==> config.mk <==
export PLATFORM = sky130hd
export DESIGN_NAME = rst_cause_ctrl
export DESIGN_NICKNAME = d
export VERILOG_FILES = /design/src/rtl/rcc_pkg.sv /design/src/rtl/rcc_sync.sv /design/src/rtl/rcc_stretch.sv /design/src/rtl/rcc_pulse.sv /design/src/rtl/rcc_cause.sv /design/src/rtl/rst_cause_ctrl.sv
export SDC_FILE = /design/constraint.sdc
export NUM_CORES = 1
export LEC_CHECK = 0
export ABC_CLOCK_PERIOD_IN_PS = 1520
export CAP_MARGIN = 20
export CORE_MARGIN = 4
export CORE_UTILIZATION = 40
export CTS_BUF_LIST = sky130_fd_sc_hd__clkbuf_4 sky130_fd_sc_hd__clkbuf_8 sky130_fd_sc_hd__clkbuf_16
export CTS_CLUSTER_DIAMETER = 80
export CTS_CLUSTER_SIZE = 24
export DETAILED_ROUTE_END_ITERATION = 16
export DONT_BUFFER_PORTS = 1
export PLACE_DENSITY = 0.62
export REMOVE_ABC_BUFFERS = 1
export SLEW_MARGIN = 30
export SYNTH_ARGS = -nofsm -noshare
export SYNTH_HDL_FRONTEND = slang
export SYNTH_SLANG_ARGS = --single-unit
==> constraint.sdc <==
create_clock -name clk_i -period 1.52 [get_ports clk_i]
set_input_delay 0.076 -clock clk_i [delete_from_list [all_inputs] [get_ports clk_i]]
set_output_delay 0.076 -clock clk_i [all_outputs]
set_load 0.01 [all_outputs]
==> src/rtl/rcc_pkg.sv <==
package rcc_pkg;
  localparam int NSRC   = 7;
  localparam int B_PIN  = 0;
  localparam int B_POR  = 1;
  localparam int B_MCD  = 2;
  localparam int B_WDT  = 3;
  localparam int B_SW   = 4;
  localparam int B_CMP  = 5;
  localparam int B_CNV  = 6;

  typedef logic [NSRC-1:0] src_t;

  typedef struct packed {
    logic cnv;
    logic cmp;
    logic mcd;
    logic mon;
  } en_t;

  // highest priority first
  localparam int PRIO [NSRC] = '{B_POR, B_PIN, B_MCD, B_WDT, B_SW, B_CMP, B_CNV};

  function automatic src_t pick_cause(input src_t s);
    src_t r;
    r = '0;
    for (int i = NSRC - 1; i >= 0; i--) begin
      if (s[PRIO[i]]) r = src_t'(1) << PRIO[i];
    end
    return r;
  endfunction
endpackage

==> src/rtl/rcc_sync.sv <==
module rcc_sync #(
  parameter int           W    = 6,
  parameter logic [W-1:0] IDLE = '0
) (
  input  logic         clk_i,
  input  logic         rst_i,
  input  logic [W-1:0] d_i,
  output logic [W-1:0] q_o
);
  generate
    for (genvar g = 0; g < W; g++) begin : g_bit
      logic meta_q, sync_q;
      always_ff @(posedge clk_i) begin
        if (rst_i) begin
          meta_q <= IDLE[g];
          sync_q <= IDLE[g];
        end else begin
          meta_q <= d_i[g];
          sync_q <= meta_q;
        end
      end
      assign q_o[g] = sync_q;
    end
  endgenerate
endmodule

==> src/rtl/rcc_stretch.sv <==
module rcc_stretch #(
  parameter int HOLD = 16
) (
  input  logic clk_i,
  input  logic rst_i,
  input  logic act_i,
  output logic rst_o,
  output logic entry_o
);
  localparam int CW = $clog2(HOLD + 1);

  logic [CW-1:0] cnt_q;
  logic          rst_q;

  always_ff @(posedge clk_i) begin
    if (rst_i || act_i) begin
      cnt_q <= CW'(HOLD);
      rst_q <= 1'b1;
    end else begin
      rst_q <= (cnt_q != '0);
      if (cnt_q != '0) cnt_q <= cnt_q - 1'b1;
    end
  end

  assign rst_o   = rst_q;
  assign entry_o = act_i & ~rst_q;

  AST_RST_FOLLOWS_SRC: assert property (@(posedge clk_i) disable iff (rst_i)
    act_i |=> rst_q);
  AST_NO_EARLY_RELEASE: assert property (@(posedge clk_i) disable iff (rst_i)
    $fell(rst_q) |-> (!$past(act_i) && !$past(act_i, 2)));
endmodule

==> src/rtl/rcc_pulse.sv <==
module rcc_pulse #(
  parameter int LEN = 16
) (
  input  logic clk_i,
  input  logic rst_i,
  input  logic start_i,
  output logic pulse_o
);
  localparam int CW = $clog2(LEN + 1);

  logic [CW-1:0] cnt_q;
  logic          pulse_q;

  always_ff @(posedge clk_i) begin
    if (rst_i) begin
      cnt_q   <= '0;
      pulse_q <= 1'b0;
    end else if (start_i) begin
      cnt_q   <= CW'(LEN);
      pulse_q <= 1'b1;
    end else if (cnt_q != '0) begin
      cnt_q   <= cnt_q - 1'b1;
      pulse_q <= (cnt_q != CW'(1));
    end else begin
      pulse_q <= 1'b0;
    end
  end

  assign pulse_o = pulse_q;
endmodule

==> src/rtl/rcc_cause.sv <==
module rcc_cause
  import rcc_pkg::*;
(
  input  logic clk_i,
  input  logic rst_i,
  input  logic cap_i,
  input  src_t src_i,
  output src_t flags_o
);
  src_t flags_q;

  always_ff @(posedge clk_i) begin
    if (rst_i)      flags_q <= src_t'(1) << B_POR;
    else if (cap_i) flags_q <= pick_cause(src_i);
  end

  assign flags_o = flags_q;

  AST_FLAG_ONEHOT: assert property (@(posedge clk_i) disable iff (rst_i)
    $countones(flags_q) == 1);
  AST_FLAG_HOLD: assert property (@(posedge clk_i) disable iff (rst_i)
    !cap_i |=> $stable(flags_q));
endmodule

==> src/rtl/rst_cause_ctrl.sv <==
module rst_cause_ctrl
  import rcc_pkg::*;
#(
  parameter int STRETCH = 16
) (
  input  logic       clk_i,
  input  logic       por_i,
  input  logic       mon_en_i,
  input  logic       supply_low_i,
  input  logic       pin_rst_n_i,
  input  logic       wdt_expire_i,
  input  logic       clk_lost_i,
  input  logic       cmp_out_i,
  input  logic       cnv_start_n_i,
  input  logic       wr_en_i,
  input  logic [7:0] wdata_i,
  output logic [7:0] rdata_o,
  output logic       sys_rst_o,
  output logic       pin_drive_o
);
  localparam int NA    = 6;
  localparam int A_SUP = 0;
  localparam int A_PIN = 1;
  localparam int A_WDT = 2;
  localparam int A_CLK = 3;
  localparam int A_CMP = 4;
  localparam int A_CNV = 5;
  localparam logic [NA-1:0] A_IDLE = 6'b110010;

  logic [NA-1:0] a_raw, a_s;
  src_t          src, flags;
  en_t           en_q;
  logic          rst_q, entry, any_act, wr_ok, force_por, force_sw;

  assign a_raw = {cnv_start_n_i, cmp_out_i, clk_lost_i, wdt_expire_i, pin_rst_n_i, supply_low_i};

  rcc_sync #(.W(NA), .IDLE(A_IDLE)) u_sync (
    .clk_i (clk_i), .rst_i (por_i), .d_i (a_raw), .q_o (a_s)
  );

  assign wr_ok     = wr_en_i & ~rst_q;
  assign force_por = wr_ok & wdata_i[B_PIN];
  assign force_sw  = wr_ok & wdata_i[B_SW];

  always_comb begin
    src         = '0;
    src[B_POR]  = por_i | force_por | (mon_en_i & en_q.mon & a_s[A_SUP]);
    src[B_PIN]  = ~a_s[A_PIN];
    src[B_MCD]  = en_q.mcd & a_s[A_CLK];
    src[B_WDT]  = a_s[A_WDT];
    src[B_SW]   = force_sw;
    src[B_CMP]  = en_q.cmp & ~a_s[A_CMP];
    src[B_CNV]  = en_q.cnv & ~a_s[A_CNV];
  end

  assign any_act = |src;

  rcc_stretch #(.HOLD(STRETCH)) u_stretch (
    .clk_i (clk_i), .rst_i (por_i), .act_i (any_act), .rst_o (rst_q), .entry_o (entry)
  );

  rcc_cause u_cause (
    .clk_i (clk_i), .rst_i (por_i), .cap_i (entry), .src_i (src), .flags_o (flags)
  );

  rcc_pulse #(.LEN(STRETCH)) u_pin (
    .clk_i (clk_i), .rst_i (por_i), .start_i (force_por), .pulse_o (pin_drive_o)
  );

  always_ff @(posedge clk_i) begin
    if (por_i || (entry && src[B_POR])) begin
      en_q <= '0;
    end else if (wr_ok) begin
      en_q.cnv <= wdata_i[B_CNV];
      en_q.cmp <= wdata_i[B_CMP];
      en_q.mcd <= wdata_i[B_MCD];
      en_q.mon <= wdata_i[B_POR];
    end
  end

  assign rdata_o   = {1'b0, flags};
  assign sys_rst_o = rst_q;

  AST_PIN_FROM_WRITE: assert property (@(posedge clk_i) disable iff (por_i)
    $rose(pin_drive_o) |-> $past(wr_en_i && wdata_i[B_PIN] && !sys_rst_o));
  AST_EN_FROZEN_IN_RST: assert property (@(posedge clk_i) disable iff (por_i)
    sys_rst_o |=> $stable(en_q));
endmodule

==> results of run 1 <==
through the flow:
step                setup TNS [ns]  cells  setup slack (ns)  total power, mW
floorplan                        0    140            0.0260             1.58
global placement                 0    190            0.0992             1.65
detailed placement               0    190            0.0505             1.68
CTS                              0    214            0.0218             2.54
global route               -0.0312    215           -0.0189             2.70
finish                           0    215            0.0699             2.55
tightest hold or removal path, delay by kind of cell:
kind | cells | cell delay (ns)
compound gates | 2 | 0.23
simple gates | 1 | 0.03
power by group:
part	switching, mW	total, mW	internal (mW)
logic	0.277	0.584	0.307
registers	0.102	1.14	1.04
clock network	0.308	0.820	0.511
total	0.688	2.55	1.86
area by class of cell:
type	instances	area [sq um]
Inverter	9	33.8
Sequential cell	35	701
Clock buffer	5	37.5
Tap cell	46	57.6
Timing Repair Buffer	21	200
Clock inverter	3	67.6
Multi-Input combinational cell	96	652
Fill cell	313	1640
logic make-up (layout without fill, tap and decap cells):
family,Yosys count,after routing,synth area share (%)
adder cells (fa/ha/maj),3,3,2.64
multiplexers,5,5,3.61
AO/OA/AOI/OAI,22,22,10.6
AND/OR/NAND/NOR,60,60,25.2
flip-flops,35,35,49.3
XOR/XNOR,5,5,3.08
buffers and inverters,15,38,5.28
other,1,1,0.264
cells in the final DEF, fill, tap and decap left out, types with 3 or more instances in the layout:
master and instances:
or2_2 6, nor3_1 6, mux2i_1 4, nand3_1 3, nor2_1 18, inv_1 7
nand2b_1 3, o21ai_0 4, nor2b_1 7, xnor2_1 5, dlygate4sd3_1 15, a21oi_1 4
clkbuf_4 5, nand2_1 5, dfxtp_1 35, buf_4 5
flip-flops by register name, summed over array words and instances, names as in the netlist:
name	flops
u_pin.pulse_o	1
u_sync.g_bit.sync_q	6
u_sync.g_bit.meta_q	6
u_stretch.rst_o	1
u_cause.flags_o	7
u_pin.cnt_q	5
en_q	4
u_stretch.cnt_q	5
metal layers:
layer,part of all wire [%],wire length (um),GRT usage [%]
met4,1.1,27,4.56
met3,9.1,230,6.82
met5,0,0,0
met1,41,1040,13.7
met2,49,1230,21.4
worst max path at each step:
stage / endpoint / slack, ns
after floorplan: u_stretch.cnt_q[4] / 0.03
after CTS: u_cause.flags_o[3] / 0.02
after detailed placement: u_stretch.cnt_q[0] / 0.05
after global placement: u_stretch.cnt_q[0] / 0.1
final: u_stretch.cnt_q[0] / 0.07
after global routing: u_stretch.cnt_q[1] / -0.02
repair_timing:
item | 4_1_cts | 5_1_grt
setup buffers | 0 | 1
setup endpoints to repair | 0 | 6
hold buffers | 16 | 0
resized for setup | 0 | 5
hold endpoints to repair | 28 | 0
==> out/qor.csv, run 1 <==
metric,value,unit
initial_utilization,42.0,%
die_y,67.6,um
crit_path_cell_trace,"inv_2, ha_2, or3b_4, nor2_4, xnor2_1, nor2_1",
final_hold_viol_count,0,
synth_sequential_area_ratio,49.3,%
synth.yosys.warnings,0,
route.detailed.vias_per_inst,4.76,
portBuffers,0,
netlist_top_cells_count,"dfxtp_1, nor2_1, inv_1, nor2b_1",
synth_cells,146,
ir_worst_vdd,0.686,mV
hold_depth,3,
crit_family,simple AND/OR/NAND/NOR gates,
nature_of_the_critical_path_endpoint,register,
wl_per_cell,11.8,um
synth_enable_flop_cells,0,
hold_critical_path_endpoint,u_cause.flags_o[6],
cts_tree,done,
placementRows,21,
worst_hold_path_type,in -> reg,
layout-drive-gt1-share,20.7,%
crit_slowest_cell,or3b_4,
fin_crit,1.45,ns
vias,1024,
drtPass1Iterations,4,
final.setup_skew,0.00690,ns
grt_pass1_wl,4.31,mm
vias_in_the_first_global_route,995,
reg2reg_slack,0.07,ns
clock_tree.root_cell,clkbuf_4,
relSlewSlack,64.6,%
synth_ff_type,dfxtp_1,
ioPinCount,28,
timing.hold.ws,0.0378,ns
worst_r2r_end,u_stretch.cnt_q[0],
drt-total-wl,2.53,mm
die_x,67.6,um
timing.final.max_slew_violations,0,
synth_area,1420,sq um
clock_slew_at_the_register_clock_pins_of_the_worst_setup_and_hold_paths,0.11,ns
clockBufferDepth,2,
core_area,3390,sq um
critical_path_required,1.76,ns
route.antenna.remaining_nets,0,
post_route_drc,0,
global_route.usage.total,12.8,%
postPlaceCellArea,1470,sq um
numCtsBuffers,5,
final-setup-viol-count,0,
antenna_cells_inserted,0,
syn_avg_cell_area,9.74,sq um
setup.worst_path.start_class,register,
routabilityCongestion,0.739,
area_growth_syn_to_layout,23.0,%
die_area,4570,sq um
rr_worst_depth,6,
clock_tree.htree_level_count,2,
crit_arrival,1.69,ns
cp-startpoint,u_stretch.cnt_q[0],
r2r-start,u_stretch.cnt_q[0],
cellLeakagePower,0.724,nW
max_cap_viol_count,0,
crit_path_max_fanout,6,
dp.final_hpwl,1.74,mm
postLayoutCellArea,1750,sq um
crit_path_max_incr_delay,0.39,ns
critical_path_depth,6,
yosys.cell_types.count,41,
detailedRoute.firstIterationViolations,32,
timing.final.crit_share,95.4,%
pin_slew_with_the_least_headroom_to_its_limit,0.532,ns
post-synth-top-count-cell,dfxtp_1,
postSynthRegisterBits,35,
numClockSinks,35,
fmaxAchievable,0.690,GHz
grt_setup_unrepaired,true,
final_util,51.6,%
synth_top_area_cell,dfxtp_1,
clk_latency,0.33,ns
antenna_found_initial,0,
worst-path-buf-inv,1,
grt_overflow_total,0,
synth.top_cell.area_share,49.3,%
power_density,1460,nW/um^2
setup.worst_path.class,reg -> reg,
synth.area.top_cells,"dfxtp_1, nor2_1, nor2b_1",
holdCritStartpoint,wdata_i[0],
pin_count_of_the_biggest_net_entering_global_routing,15,
outcome,finished clean,
final_net_count,189,
synth-async-reset-ratio,0,%
(Power assumes the default switching activity.)
==> run 2, diff against run 1 <==
Settings changed: SETUP_SLACK_MARGIN from default to 0.15.
==> run 2 against run 1 <==
- sequential share of layout area is 1.8 points lower
- via count is 3.4% higher
- critical path depth stayed put
- final cell count is 3.7% higher
- count of clock-buffer cells in the layout stayed put
- clock power is 0.7% higher
- sequential power hardly changed
- register-to-register slack better by 0.05 ns
- die area stayed put
- non-clock buffer count is 8 higher
- routed wire length is 4.8% higher
- critical path type unchanged
==> out/qor.csv, run 2 (same netlist as run 1, synthesis figures left out) <==
metric,value,unit,change
pwr-share-clk,31.4,%,was 32.2%
postLayoutCellArea,1850,sq um,was 1750 sq um
power.share.sequential,43.5,%,was 44.8%
final-seq-area,707,sq um,was 701 sq um
hold_critical_path_endpoint,u_cause.flags_o[6],,unchanged
layout-drive-gt1-share,24.9,%,was 20.7%
stdcell_count,223,,was 215
dpl.cell_count,190,,unchanged
initial_utilization,42.0,%,unchanged
drtPass1Iterations,4,,unchanged
fin_crit,1.40,ns,was 1.45 ns
grt_setup_unrepaired,true,,unchanged
clock_slew_at_the_register_clock_pins_of_the_worst_setup_and_hold_paths,0.11,ns,about the same
rr_worst_depth,6,,unchanged
vias,1059,,was 1024
worst_r2r_end,u_stretch.cnt_q[1],,was u_stretch.cnt_q[0]
internal_power,1.91,mW,was 1.86 mW
reg2reg_slack,0.12,ns,was 0.07 ns
switching_power,715,uW,was 688 uW
fmaxAchievable,0.714,GHz,was 0.690 GHz
crit_arrival,1.66,ns,was 1.69 ns
routabilityCongestion,0.739,,unchanged
multi_input_comb_area,676,sq um,was 652 sq um
fillers,305,,was 313
vias_in_the_first_global_route,1050,,was 995
r2r-start,u_stretch.cnt_q[1],,was u_stretch.cnt_q[0]
ioPinCount,28,,unchanged
die_y,67.6,um,unchanged
crit_path_max_fanout,6,,unchanged
final_net_count,197,,was 189
route.detailed.vias_per_inst,4.75,,was 4.76
final.setup_skew,0.00932,ns,was 0.00690 ns
ir_worst_vdd,0.691,mV,was 0.686 mV
clockBufferDepth,2,,unchanged
portBuffers,0,,unchanged
grt_overflow_total,0,,unchanged
most-common-layout-cells,"dfxtp_1, dlygate4sd3_1, nor2_1, buf_4",,"was dfxtp_1, nor2_1, dlygate4sd3_1, inv_1, nor2b_1"
numCtsBuffers,5,,unchanged
timing.final.crit_share,92.2,%,was 95.4%
die_area,4570,sq um,unchanged
final_util,54.6,%,was 51.6%
area_growth_syn_to_layout,30.0,%,was 23.0%
final-setup-viol-count,0,,unchanged
final_common_cell,dfxtp_1,,unchanged
core_area,3390,sq um,unchanged
cts_tree,done,,unchanged
clock_tree.htree_level_count,2,,unchanged
pin_count_of_the_biggest_net_entering_global_routing,13,,was 15
cellLeakagePower,0.759,nW,was 0.724 nW
hold_depth,3,,unchanged
die_x,67.6,um,unchanged
setup.worst_path.start_class,register,,unchanged
clk_latency,0.34,ns,was 0.33 ns
dp.final_hpwl,1.74,mm,unchanged
timing.final.max_slew_violations,0,,unchanged
grt_pass1_wl,4.51,mm,was 4.31 mm
global_route.usage.total,13.4,%,was 12.8%
nature_of_the_critical_path_endpoint,register,,unchanged
critical_path_required,1.78,ns,was 1.76 ns
max_cap_viol_count,0,,unchanged
final_hold_viol_count,0,,unchanged
detailedRoute.firstIterationViolations,29,,was 32
largest_register_ffs,7,,unchanged
post_route_drc,0,,unchanged
placementRows,21,,unchanged
route.antenna.remaining_nets,0,,unchanged
drt-total-wl,2.65,mm,was 2.53 mm
setup-tns-final,0,ns,unchanged
antenna_cells_inserted,0,,unchanged
clock_tree.root_cell,clkbuf_4,,unchanged
swShare,27.2,%,was 27.0%
outcome,finished clean,,unchanged
setup.worst_path.class,reg -> reg,,unchanged
postPlaceCellArea,1470,sq um,unchanged
worst_hold_path_type,in -> reg,,unchanged
comb_power_share,25.1,%,was 23.0%
numClockSinks,35,,unchanged
holdCritStartpoint,wdata_i[0],,unchanged
wl_per_cell,11.9,um,was 11.8 um
power_density,1420,nW/um^2,was 1460 nW/um^2
antenna_found_initial,0,,unchanged
[run 2: cell types whose count changed in the layout (fill, tap and decap cells not counted), sizes merged]
| cell | before | now |
|---|---|---|
| dlygate4sd3 | 15 | 19 |
| buf | 5 | 9 |
[run 2: metrics by stage]
step | total power [mW] | hold WS [ns] | setup WS (ns)
after floorplan | 1.58 | 0.148 | 0.0260
after global placement | 1.65 | 0.151 | 0.0992
after detailed placement | 1.68 | 0.152 | 0.0505
final | 2.63 | 0.0392 | 0.119
after global routing | 2.79 | 0.0560 | 0.0548
after CTS | 2.62 | 0.0188 | 0.109
[run 2: final cells by class]
| type | count | area share (%) |
|---|---|---|
| flip-flops and latches | 35 | 38.2 |
| repair buffers | 29 | 14.6 |
| clock buffers | 5 | 2.03 |
| well taps | 46 | 3.11 |
| inverters | 9 | 1.83 |
| multi-input cells | 96 | 36.5 |
| clock inverters | 3 | 3.65 |
[run 2: worst max path at each step]
stage	slack, ns	from	to	cells past startpoint
after floorplan	0.03	u_stretch.rst_o	u_stretch.cnt_q[4]	4
after global placement	0.1	u_stretch.cnt_q[0]	u_stretch.cnt_q[0]	6
after detailed placement	0.05	u_stretch.cnt_q[0]	u_stretch.cnt_q[0]	6
after CTS	0.11	u_stretch.cnt_q[1]	u_stretch.cnt_q[1]	6
after global routing	0.05	u_stretch.cnt_q[1]	u_stretch.cnt_q[1]	6
final	0.12	u_stretch.cnt_q[1]	u_stretch.cnt_q[1]	6
[run 2: worst max-delay path, stage by stage (launching register included)]
cell and delay, ns:
dfxtp_2 0.34, inv_2 0.08, ha_4 0.13, or3b_4 0.39, nor2_4 0.18, nor2b_1 0.08, a211oi_2 0.14
[run 2: power by group through the flow]
stage / Clock, mW / Combinational [mW] / Sequential, mW
2_1_floorplan: 0 / 0.442 / 1.14
3_3_place_gp: 0 / 0.502 / 1.15
3_5_place_dp: 0 / 0.524 / 1.16
4_1_cts: 0.842 / 0.636 / 1.14
5_1_grt: 0.881 / 0.749 / 1.16
6_report: 0.826 / 0.659 / 1.14
[run 2: timing repair]
item,4_1_cts,5_1_grt
gates cloned,0,0
hold buffers,20,0
hold endpoints to repair,27,0
setup buffers,3,2
endpoints found under the setup margin,10,11
resized for setup,9,4
pin swaps,3,1
[run 2: layer usage]
metal  up-vias  GRT usage [%]  share of wire [%]
met5         -              0                  0
met4         0           4.56                1.3
met3         4           6.49                7.4
met2        24           23.5                 50
met1       480           13.8                 41
li1        551              -                  -
